## src/rtl/scsi_tgt_pkg.sv

```systemverilog
package scsi_tgt_pkg;

   typedef enum logic [1:0] {
      OP_SEND_DATA = 2'd0,
      OP_RECV_DATA = 2'd1,
      OP_STATUS    = 2'd2,
      OP_MESSAGE   = 2'd3
   } scsi_op_e;

   typedef enum logic [2:0] {
      ST_FREE  = 3'd0,
      ST_CONN  = 3'd1,
      ST_REQ   = 3'd2,
      ST_ACKW  = 3'd3,
      ST_FIN   = 3'd4
   } seq_state_e;

   typedef struct packed {
      logic msg;
      logic cd;
      logic io;
   } phase_lines_t;

endpackage

```

## src/rtl/scsi_tgt_phase_map.sv

```systemverilog
module scsi_tgt_phase_map
   import scsi_tgt_pkg::*;
(
   input  scsi_op_e     op_i,
   output phase_lines_t lines_o,
   output logic         dir_in_o
);

   always_comb begin
      unique case (op_i)
         OP_SEND_DATA: lines_o = '{msg: 1'b0, cd: 1'b0, io: 1'b1};
         OP_RECV_DATA: lines_o = '{msg: 1'b0, cd: 1'b0, io: 1'b0};
         OP_STATUS:    lines_o = '{msg: 1'b0, cd: 1'b1, io: 1'b1};
         default:      lines_o = '{msg: 1'b1, cd: 1'b1, io: 1'b1};
      endcase
   end

   // Bytes travel toward the initiator whenever I/O is asserted.
   assign dir_in_o = lines_o.io;

endmodule

```

## src/rtl/scsi_tgt_buf.sv

```systemverilog
module scsi_tgt_buf #(
   parameter int DATA_W         = 8,
   parameter int DEPTH          = 16,
   parameter int ADDR_W         = 4,
   parameter bit CLEAR_ON_RESET = 1'b1
) (
   input  logic              clk,
   input  logic              rst_n,
   input  logic              a_we,
   input  logic [ADDR_W-1:0] a_addr,
   input  logic [DATA_W-1:0] a_wdata,
   output logic [DATA_W-1:0] a_rdata,
   input  logic              b_we,
   input  logic [ADDR_W-1:0] b_addr,
   input  logic [DATA_W-1:0] b_wdata,
   output logic [DATA_W-1:0] b_rdata
);

   logic [DATA_W-1:0] words [DEPTH];

   for (genvar i = 0; i < DEPTH; i++) begin : g_word
      logic [DATA_W-1:0] word_q;
      logic              hit_a;
      logic              hit_b;

      assign hit_a = a_we && (a_addr == ADDR_W'(i));
      assign hit_b = b_we && (b_addr == ADDR_W'(i));

      if (CLEAR_ON_RESET) begin : g_rst
         always_ff @(posedge clk or negedge rst_n) begin
            if (!rst_n)     word_q <= '0;
            else if (hit_b) word_q <= b_wdata;
            else if (hit_a) word_q <= a_wdata;
         end
      end else begin : g_norst
         always_ff @(posedge clk) begin
            if (hit_b)      word_q <= b_wdata;
            else if (hit_a) word_q <= a_wdata;
         end
      end

      assign words[i] = word_q;
   end

   assign a_rdata = words[a_addr];
   assign b_rdata = words[b_addr];

endmodule

```

## src/rtl/scsi_tgt_byte_ptr.sv

```systemverilog
module scsi_tgt_byte_ptr #(
   parameter int LEN_W = 5
) (
   input  logic             clk,
   input  logic             rst_n,
   input  logic             clr_i,
   input  logic             inc_i,
   input  logic [LEN_W-1:0] len_i,
   output logic [LEN_W-1:0] ptr_o,
   output logic             last_o
);

   logic [LEN_W-1:0] ptr_q;

   always_ff @(posedge clk or negedge rst_n) begin
      if (!rst_n)     ptr_q <= '0;
      else if (clr_i) ptr_q <= '0;
      else if (inc_i) ptr_q <= ptr_q + LEN_W'(1);
   end

   assign ptr_o  = ptr_q;
   assign last_o = (ptr_q + LEN_W'(1)) == len_i;

endmodule

```

## src/rtl/scsi_tgt_phase_seq.sv

```systemverilog
module scsi_tgt_phase_seq
   import scsi_tgt_pkg::*;
#(
   parameter int DATA_W         = 8,
   parameter int DEPTH          = 16,
   parameter int ADDR_W         = $clog2(DEPTH),
   parameter int LEN_W          = $clog2(DEPTH + 1),
   parameter bit CLEAR_ON_RESET = 1'b1
) (
   input  logic              clk,
   input  logic              rst_n,
   input  logic              sel_i,
   input  logic              ack_i,
   input  logic              bus_msg_i,
   input  logic              bus_cd_i,
   input  logic              bus_io_i,
   input  logic [DATA_W-1:0] db_i,
   output logic              bsy_o,
   output logic              req_o,
   output logic              msg_o,
   output logic              cd_o,
   output logic              io_o,
   output logic [DATA_W-1:0] db_o,
   output logic              db_oe_o,
   input  logic              cmd_valid_i,
   input  logic [1:0]        cmd_op_i,
   input  logic [LEN_W-1:0]  cmd_len_i,
   input  logic              nxt_valid_i,
   input  logic [1:0]        nxt_op_i,
   input  logic [LEN_W-1:0]  nxt_len_i,
   output logic              done_o,
   output logic [1:0]        done_op_o,
   output logic              abort_o,
   input  logic              buf_we_i,
   input  logic [ADDR_W-1:0] buf_addr_i,
   input  logic [DATA_W-1:0] buf_wdata_i,
   output logic [DATA_W-1:0] buf_rdata_o
);

   initial begin
      assert (DATA_W >= 1) else $error("DATA_W must be at least 1");
      assert (DEPTH >= 2) else $error("DEPTH must be at least 2");
      assert ((1 << ADDR_W) == DEPTH) else $error("DEPTH must be a power of two matching ADDR_W");
      assert (LEN_W == $clog2(DEPTH + 1)) else $error("LEN_W must hold DEPTH");
   end

   // ---------------------------------------------------------------
   // State
   // ---------------------------------------------------------------
   seq_state_e       st_q, st_d;
   scsi_op_e         op_q;
   logic [LEN_W-1:0] len_q;
   logic             nv_q;
   scsi_op_e         nop_q;
   logic [LEN_W-1:0] nlen_q;
   logic             abort_q;

   logic             load_cmd, load_nxt, clr_nxt;
   logic             ptr_clr, ptr_inc, seq_we;
   logic [LEN_W-1:0] ptr;
   logic             ptr_last;

   phase_lines_t     lines;
   logic             dir_in;
   logic             phase_act;
   logic             xfer_act;
   logic             mismatch;
   logic [DATA_W-1:0] seq_rdata;

   // ---------------------------------------------------------------
   // Sub-blocks
   // ---------------------------------------------------------------
   scsi_tgt_phase_map u_map (
      .op_i     (op_q),
      .lines_o  (lines),
      .dir_in_o (dir_in)
   );

   scsi_tgt_byte_ptr #(.LEN_W(LEN_W)) u_ptr (
      .clk    (clk),
      .rst_n  (rst_n),
      .clr_i  (ptr_clr),
      .inc_i  (ptr_inc),
      .len_i  (len_q),
      .ptr_o  (ptr),
      .last_o (ptr_last)
   );

   scsi_tgt_buf #(
      .DATA_W         (DATA_W),
      .DEPTH          (DEPTH),
      .ADDR_W         (ADDR_W),
      .CLEAR_ON_RESET (CLEAR_ON_RESET)
   ) u_buf (
      .clk     (clk),
      .rst_n   (rst_n),
      .a_we    (buf_we_i),
      .a_addr  (buf_addr_i),
      .a_wdata (buf_wdata_i),
      .a_rdata (buf_rdata_o),
      .b_we    (seq_we),
      .b_addr  (ptr[ADDR_W-1:0]),
      .b_wdata (db_i),
      .b_rdata (seq_rdata)
   );

   // ---------------------------------------------------------------
   // Phase watch
   // ---------------------------------------------------------------
   assign phase_act = (st_q == ST_REQ) || (st_q == ST_ACKW) || (st_q == ST_FIN);
   assign xfer_act  = (st_q == ST_REQ) || (st_q == ST_ACKW);
   assign mismatch  = phase_act &&
                      ({bus_msg_i, bus_cd_i, bus_io_i} != {lines.msg, lines.cd, lines.io});

   // ---------------------------------------------------------------
   // Next state
   // ---------------------------------------------------------------
   always_comb begin
      st_d     = st_q;
      load_cmd = 1'b0;
      load_nxt = 1'b0;
      clr_nxt  = 1'b0;
      ptr_clr  = 1'b0;
      ptr_inc  = 1'b0;
      seq_we   = 1'b0;

      unique case (st_q)
         ST_FREE: begin
            if (sel_i) st_d = ST_CONN;
         end
         ST_CONN: begin
            if (cmd_valid_i) begin
               load_cmd = 1'b1;
               ptr_clr  = 1'b1;
               st_d     = (cmd_len_i == '0) ? ST_FIN : ST_REQ;
            end
         end
         ST_REQ: begin
            if (ack_i) begin
               seq_we = !dir_in;
               st_d   = ST_ACKW;
            end
         end
         ST_ACKW: begin
            if (!ack_i) begin
               ptr_inc = 1'b1;
               st_d    = ptr_last ? ST_FIN : ST_REQ;
            end
         end
         ST_FIN: begin
            if (op_q == OP_MESSAGE) begin
               clr_nxt = 1'b1;
               st_d    = ST_FREE;
            end else if (nv_q) begin
               load_nxt = 1'b1;
               ptr_clr  = 1'b1;
               st_d     = (nlen_q == '0) ? ST_FIN : ST_REQ;
            end else begin
               st_d = ST_CONN;
            end
         end
         default: st_d = ST_FREE;
      endcase

      if (mismatch) begin
         st_d     = ST_FREE;
         load_nxt = 1'b0;
         clr_nxt  = 1'b1;
         ptr_clr  = 1'b0;
         ptr_inc  = 1'b0;
         seq_we   = 1'b0;
      end
   end

   always_ff @(posedge clk or negedge rst_n) begin
      if (!rst_n) begin
         st_q    <= ST_FREE;
         op_q    <= OP_RECV_DATA;
         len_q   <= '0;
         nv_q    <= 1'b0;
         nop_q   <= OP_RECV_DATA;
         nlen_q  <= '0;
         abort_q <= 1'b0;
      end else begin
         st_q    <= st_d;
         abort_q <= mismatch;
         if (load_cmd) begin
            op_q   <= scsi_op_e'(cmd_op_i);
            len_q  <= cmd_len_i;
            nv_q   <= nxt_valid_i;
            nop_q  <= scsi_op_e'(nxt_op_i);
            nlen_q <= nxt_len_i;
         end else if (load_nxt) begin
            op_q  <= nop_q;
            len_q <= nlen_q;
            nv_q  <= 1'b0;
         end else if (clr_nxt) begin
            nv_q <= 1'b0;
         end
      end
   end

   // ---------------------------------------------------------------
   // Outputs
   // ---------------------------------------------------------------
   assign bsy_o     = (st_q != ST_FREE);
   assign req_o     = (st_q == ST_REQ);
   assign msg_o     = phase_act & lines.msg;
   assign cd_o      = phase_act & lines.cd;
   assign io_o      = phase_act & lines.io;
   assign db_oe_o   = xfer_act & dir_in;
   assign db_o      = db_oe_o ? seq_rdata : '0;
   assign done_o    = (st_q == ST_FIN);
   assign done_op_o = op_q;
   assign abort_o   = abort_q;

endmodule

```

## config.mk

```make
export PLATFORM = sky130hd
export DESIGN_NAME = scsi_tgt_phase_seq
export DESIGN_NICKNAME = d
export VERILOG_FILES = /design/src/rtl/scsi_tgt_pkg.sv /design/src/rtl/scsi_tgt_phase_map.sv /design/src/rtl/scsi_tgt_buf.sv /design/src/rtl/scsi_tgt_byte_ptr.sv /design/src/rtl/scsi_tgt_phase_seq.sv
export SDC_FILE = /design/constraint.sdc
export NUM_CORES = 1
export LEC_CHECK = 0
export BUFFER_PORTS_ARGS = -buffer_cell sky130_fd_sc_hd__buf_2
export CAP_MARGIN = 5
export CORE_MARGIN = 5
export CORE_UTILIZATION = 45
export CTS_CLUSTER_SIZE = 10
export DETAILED_ROUTE_END_ITERATION = 10
export PLACE_DENSITY = 0.72
export SLEW_MARGIN = 10
export SYNTH_ARGS = -nofsm -noshare
export SYNTH_HDL_FRONTEND = slang
export SYNTH_HIERARCHICAL = 1
export SYNTH_SLANG_ARGS = --single-unit
```

## constraint.sdc

```tcl
create_clock -name clk -period 8.2 [get_ports clk]
set_clock_uncertainty 0.2 [all_clocks]
set_input_delay 0.41 -clock clk [delete_from_list [all_inputs] [get_ports clk]]
set_output_delay 0.41 -clock clk [all_outputs]
set_load 0.01 [all_outputs]
```

Word-level counts from Yosys, hierarchy flattened
Index checks and enable logic that the tools add are counted.
{"block": "classes", "add_sub_neg": 1, "multipliers": 0, "div": 0, "magnitude_cmp": 2, "eq_ne": 43, "shift": 0, "n_mux": 77, "n_bitwise": 6, "reduce_logical": 63}
{"cell": "8-bit 2-to-1 mux", "count": 37}
{"cell": "8-bit binary-select mux with 4-bit select", "count": 2}
{"cell": "4-bit equality test, second input constant", "count": 16}
{"cell": "2-bit nonzero test", "count": 18}
{"cell": "1-bit logical AND", "count": 33}
{"cell": "4-bit by 3-bit equality test with 1-bit output, second input constant", "count": 8}
{"cell": "3-bit 2-to-1 mux", "count": 10}
{"cell": "5-bit 2-to-1 mux", "count": 4}
{"cell": "1-bit 2-to-1 mux", "count": 19}
{"cell": "4-bit by 2-bit equality test with 1-bit output, second input constant", "count": 4}
{"cell": "3-bit case mux with 5 select lines", "count": 1}
{"cell": "5-bit >= comparator, second input constant", "count": 2}
{"cell": "5-bit zero test", "count": 2}
{"cell": "4-bit inverter with 5-bit output", "count": 2}
{"cell": "3-bit != test, second input constant", "count": 3}
{"cell": "3-bit case mux with 3 select lines", "count": 1}
{"cell": "4-bit by 1-bit equality test with 1-bit output, second input constant", "count": 2}
{"cell": "4-bit zero test", "count": 2}
{"cell": "3-bit by 2-bit equality test with 1-bit output, second input constant", "count": 2}
{"cell": "3-bit nonzero test", "count": 2}
{"cell": "5-bit by 1-bit adder with 5-bit output, second input constant", "count": 1}
{"cell": "5-bit equality test", "count": 1}
{"cell": "1-bit bitwise AND", "count": 4}
{"cell": "2-bit equality test, second input constant", "count": 2}
{"cell": "12 further kinds", "count": 14}
{"block": "word_totals", "register_bits": 152, "latch_bits": 0, "ram_bits": 0, "romBits": 0, "in_bits": 44, "output_inout_bits": 26, "wordCells": 216, "mem_count": 0}

Logic depth before layout (Yosys ltp)
{"block": "logic_depth", "ltp_word": 8, "mapped_depth": 12, "ltp_nobuf": 8}

Cells and area by module
Netlist, hierarchy kept.
{"module": "scsi_tgt_buf", "instances": 1, "cells_each": 956, "area_each_um2": 8653.3, "seq_area_each_um2": 3203.1}
{"module": "scsi_tgt_phase_seq", "instances": 1, "cells_each": 116, "area_each_um2": 1196.1, "seq_area_each_um2": 478.0}
{"module": "scsi_tgt_byte_ptr", "instances": 1, "cells_each": 31, "area_each_um2": 322.8, "seq_area_each_um2": 125.1}
{"module": "scsi_tgt_phase_map", "instances": 1, "cells_each": 4, "area_each_um2": 23.8, "seq_area_each_um2": 0.0}

Least setup slack after synthesis
No wires, ideal clock.
{"block": "synth_path", "kind": "reg2reg", "start": "reg op_q[0] (netlist: done_op_o[0])", "end": "reg u_buf.g_word[1].word_q[0]", "setup_time_ps": 82, "arrival_time_ps": 2935, "t_required_ps": 7918, "path_slack_ps": 4983, "stages_incl_launch_ff": 13, "path_buffers": 4, "synth_period_minus_slack_ps": 3217, "path_cell_list": "dfstp_2 -> nand2b_1 -> buf_4 -> xor2_1 -> nor3_2 -> buf_2 -> nor2_4 -> nor4b_2 -> or3b_1 -> buf_2 -> or2_1 -> buf_6 -> a31oi_1"}
{"block": "synth_via", "elab_cells_between_ends": 13, "classes_between": "eq/ne (3); mux (5); reduce/logical (5)"}
{"item": "from (decl)", "line": "scsi_tgt_phase_seq.sv:51", "rtl": "scsi_op_e op_q;"}
{"item": "from (signal assigned)", "line": "scsi_tgt_phase_seq.sv:188", "rtl": "op_q <= scsi_op_e'(cmd_op_i);"}
{"item": "from (signal assigned)", "line": "scsi_tgt_phase_seq.sv:194", "rtl": "op_q <= nop_q;"}
{"item": "2-bit equality test (tied with other cells)", "line": "scsi_tgt_phase_map.sv:10", "rtl": "unique case (op_i)"}
{"item": "3-bit case mux with 3 select lines (*)", "line": "scsi_tgt_phase_map.sv:10"}
{"item": "net dir_in", "line": "scsi_tgt_phase_seq.sv:64", "rtl": "logic dir_in;"}
{"item": "3-bit != test (*)", "line": "scsi_tgt_phase_seq.sv:113", "rtl": "({bus_msg_i, bus_cd_i, bus_io_i} != {lines.msg, lines.cd, lines.io});"}
{"item": "1-bit logical AND (*)", "line": "scsi_tgt_phase_seq.sv:112", "rtl": "assign mismatch = phase_act &&"}
{"item": "net mismatch", "line": "scsi_tgt_phase_seq.sv:67", "rtl": "logic mismatch;"}
{"item": "1-bit 2-to-1 mux (*)", "line": "scsi_tgt_phase_seq.sv:165", "rtl": "if (mismatch) begin"}
{"item": "net seq_we", "line": "scsi_tgt_phase_seq.sv:59", "rtl": "logic ptr_clr, ptr_inc, seq_we;"}
{"item": "1-bit logical AND (*)", "line": "scsi_tgt_buf.sv:27", "rtl": "assign hit_b = b_we && (b_addr == ADDR_W'(i));"}
{"item": "8-bit 2-to-1 mux or 2-bit nonzero test (tied branches)"}
{"item": "to (signal assigned)", "line": "scsi_tgt_buf.sv:32", "rtl": "else if (hit_b) word_q <= b_wdata;"}
{"item": "to (signal assigned)", "line": "scsi_tgt_buf.sv:33", "rtl": "else if (hit_a) word_q <= a_wdata;"}
{"item": "to (decl)", "line": "scsi_tgt_buf.sv:22", "rtl": "logic [DATA_W-1:0] word_q;"}
Mark *: on every way through the listed nets, which the timed path passes. The rest lies on a longest branch.
A chain may end at the register's enable or synchronous reset.

Final worst setup path
{"block": "layout_path", "start": "reg op_q[0] (netlist: done_op_o[0])", "end": "reg u_buf.g_word[0].word_q[2]"}
{"block": "layout_via", "elab_cells_between_ends": 13, "classes_between": "eq/ne (3); mux (5); reduce/logical (5)"}
{"item": "2-bit equality test (tied with other cells)", "line": "scsi_tgt_phase_map.sv:10"}
{"item": "3-bit case mux with 3 select lines (*)", "line": "scsi_tgt_phase_map.sv:10"}
{"item": "net dir_in", "line": "scsi_tgt_phase_seq.sv:64"}
{"item": "3-bit != test (*)", "line": "scsi_tgt_phase_seq.sv:113"}
{"item": "1-bit logical AND (*)", "line": "scsi_tgt_phase_seq.sv:112"}
{"item": "net mismatch", "line": "scsi_tgt_phase_seq.sv:67"}
{"item": "1-bit 2-to-1 mux (*)", "line": "scsi_tgt_phase_seq.sv:165"}
{"item": "net seq_we", "line": "scsi_tgt_phase_seq.sv:59"}
{"item": "1-bit logical AND (*)", "line": "scsi_tgt_buf.sv:27"}
{"item": "8-bit 2-to-1 mux or 2-bit nonzero test (tied branches)"}
{"item": "to (signal assigned)", "line": "scsi_tgt_buf.sv:32"}
{"item": "to (signal assigned)", "line": "scsi_tgt_buf.sv:33"}
{"item": "to (decl)", "line": "scsi_tgt_buf.sv:22"}
Marks and branches as above.

==> reports/qor.txt <==
IO Count = 70
Layout Cells excl Fill = 1356
WL/cell = 24.9 um
All-Layer GR Usage = 0.258
Clock buffer depth = 2
CP arrival = 4.16 ns
Commonest register cell after synthesis = dfrtp_1
Pre-antenna DRT Iters = 6
Placed Cells = 1315
Critical path origin = done_op_o[0]
Maximum vdd drop = 0.174 mV
Post-CTS setup buffer count = 0
Post-synth EDFFs = 0
Util after Layout = 0.490
Endpoints failing setup = 0
Die Y = 161 um
Vias per std cell = 7.13
CTS Root Buffer Type = clkbuf_16
WL final = 33800 um
Post-synth ARST share = 1.00
Number of diodes = 0
Syn_area_per_cell = 9.21 sq um
Syn_nets = 1152
Worst Setup End Kind = flop
RD Place Congestion = 0.863
Clock Latency Late Sink = 0.43 ns
Min cycle time layout = 4.01 ns
Hold buffers post-CTS = 8
CTS buffer count = 17
R2r setup slk = 4.19 ns
Nets = 1103
Total Power = 0.00285 W
H-tree depth reported by CTS = 4
DR vias = 9665
Sequential area share after synthesis = 0.373
Die Area = 25800 sq um
Hold Path Origin = nxt_len_i[4]
Status = complete, no violations
# DRC = 0
Netlist cell types = 60
Largest family of logic cells by synthesized area = simple AND/OR/NAND/NOR gates
Fin. Hold Viols = 0
Yosys warning total = 6
Slew margin rel. = 0.172
Number of DRC markers in iteration 0 = 1487
Post-synthesis cell count = 1107
R2R Path Start = done_op_o[0]
TritonCTS clock tree = done
Hold crit path type = in2reg
Reg clk slew, reported paths = 0.07 ns
Mux contribution to synthesized area = 0.151
Largest net degree at the start of global routing = 88
Unrepaired setup endpoints after global routing = no
Worst Reg-to-Reg Cells = 9
Die width = 161 um
Post_cts resized = 0
Synth Area in Adders = 0.00123
Synth-to-Final Area Change = 8.10%
ANT nets after route = 0
Fraction of the mapped netlist area in compound gates = 0.183
Commonest non-fill, non-tap cell in the layout = dfrtp_1
Sink Count = 152
Post-detail-place hpwl = 20800 um
Crit Path Class = reg2reg
PortBufs = 69
Tightest Pin Transition = 1.24 ns
Synth Area in XOR/XNOR = 0.0134
Synthesized flop and latch total = 152
Initial Utilization = 0.453
Most frequent cells in the layout = dfrtp_1, nand3_1, nor3_1, o21ai_0, a31oi_1
Worst R2R End = u_buf/g_word[0].word_q[2]
Max Cap Viol = 0
Share of layout cells above drive strength 1 = 0.211
Critical path peak fanout = 36
PwrDens = 259 nW/um^2
CORE AREA = 22500 sq um
Fin crit share = 0.490
Initial antenna violation count = 0
Critical path endpoint = u_buf/g_word[0].word_q[2]
Setup TNS = 0 ns
Vias in the first global route = 9476
FP Rows = 55
CP startpoint kind = flop
Synth Cell Area = 10200 sq um
Fin. max-slew vios = 0
Global-route wire length before repair = 53100 um
Req. time, crit path = 8.35 ns
Post-Synth Simple-Gate Area = 0.203
Fmax = 0.249 GHz
P_leak = 4.09 nW
GRT Residual Overflow = 0
==> Yosys cell counts, types with 2 or more instances <==
| master | number | area share |
|---|---|---|
| a21o_1 | 2 | 0.0015 |
| a221o_1 | 6 | 0.0059 |
| a22oi_1 | 32 | 0.024 |
| a31oi_1 | 128 | 0.079 |
| and2_1 | 6 | 0.0037 |
| and3_1 | 15 | 0.0092 |
| and3b_1 | 2 | 0.0017 |
| buf_1 | 8 | 0.0029 |
| buf_2 | 37 | 0.018 |
| buf_4 | 6 | 0.0044 |
| buf_6 | 8 | 0.0088 |
| clkbuf_1 | 106 | 0.039 |
| clkbuf_2 | 2 | 0.00098 |
| dfrtp_1 | 150 | 0.37 |
| dfstp_2 | 2 | 0.0052 |
| inv_1 | 3 | 0.0011 |
| mux2_2 | 6 | 0.0066 |
| mux2i_1 | 2 | 0.0020 |
| mux4_2 | 64 | 0.14 |
| nand2_1 | 28 | 0.010 |
| nand2b_1 | 7 | 0.0043 |
| nand3_1 | 136 | 0.067 |
| nand3b_1 | 4 | 0.0029 |
| nand4_1 | 2 | 0.0012 |
| nor2_1 | 15 | 0.0055 |
| nor2b_1 | 10 | 0.0061 |
| nor3_1 | 129 | 0.063 |
| nor3_2 | 2 | 0.0020 |
| nor3b_2 | 2 | 0.0025 |
| nor4b_1 | 2 | 0.0017 |
| o21ai_0 | 129 | 0.063 |
| or2_0 | 2 | 0.0012 |
| or2_1 | 3 | 0.0018 |
| or2_2 | 14 | 0.0086 |
| xnor2_1 | 4 | 0.0034 |
| xor2_1 | 9 | 0.0077 |
==> cell families (layout without fill, tap and decap cells) <==
family          after synthesis  after routing
fa+ha+maj                     1              1
compound gates              307            307
simple gates                390            390
buf+inv                     170            134
mux                          73             73
xor+xnor                     14             14
flops                       152            152
==> metal layers <==
layer | vias up | share of wire | wire length (um) | global-route usage
met5 | - | 0 | 0 | 0
met3 | 117 | 0.13 | 4240 | 0.0603
met1 | 4649 | 0.38 | 12700 | 0.349
li1 | 4101 | - | - | -
met2 | 798 | 0.46 | 15400 | 0.397
met4 | 0 | 0.040 | 1340 | 0.116
==> layout make-up <==
type / instances / area, sq um
clock buffer: 18 / 429
clock inverter: 14 / 141
fill: 2027 / 11500
inverter: 3 / 11.3
multi-input combinational: 785 / 5660
sequential: 152 / 3810
tap: 285 / 357
timing repair buffer: 99 / 617
==> state kept, by name, summed over array words and instances, names as in the netlist <==
signal	count
len_q	5
done_op_o	2
st_q	3
u_ptr/ptr_o	5
u_buf/g_word.word_q	128
abort_o	1
nop_q	2
nv_q	1
nlen_q	5
==> power breakdown <==
group	internal (W)	switching [W]	leakage [nW]
logic	0.000447	0.000517	1.89
registers	0.000944	0.000163	1.92
clock network	0.000427	0.000352	0.272
==> how the worst min path moves through the flow <==
stage	end	depth (start not counted)
global placement	nop_q[1]	1
floorplan	abort_o	0
global route	nlen_q[4]	2
finish	nlen_q[4]	2
detailed placement	nop_q[1]	1
CTS	nlen_q[4]	2
==> per-stage QoR <==
step / setup slack, ns / area [sq um] / hold WS, ns
6_report: 4.19 / 11000 / 0.0169
2_1_floorplan: 4.98 / 10200 / -0.0856
4_1_cts: 4.18 / 11000 / 0.00688
3_3_place_gp: 4.40 / 10300 / 0.277
3_5_place_dp: 4.22 / 10300 / 0.292
5_1_grt: 3.83 / 11000 / 0.0207
==> worst max-delay path, stage by stage, from the launching register on <==
cell	delay (ns)
dfstp_2	0.56
nand2b_1	0.24
xor2_1	0.28
nor3_2	0.64
nor2_4	0.12
nor4b_2	0.61
or3b_1	0.40
buf_4	0.25
or2_0	0.39
a31oi_1	0.21
Note: power is estimated with default switching activity, not from simulation.
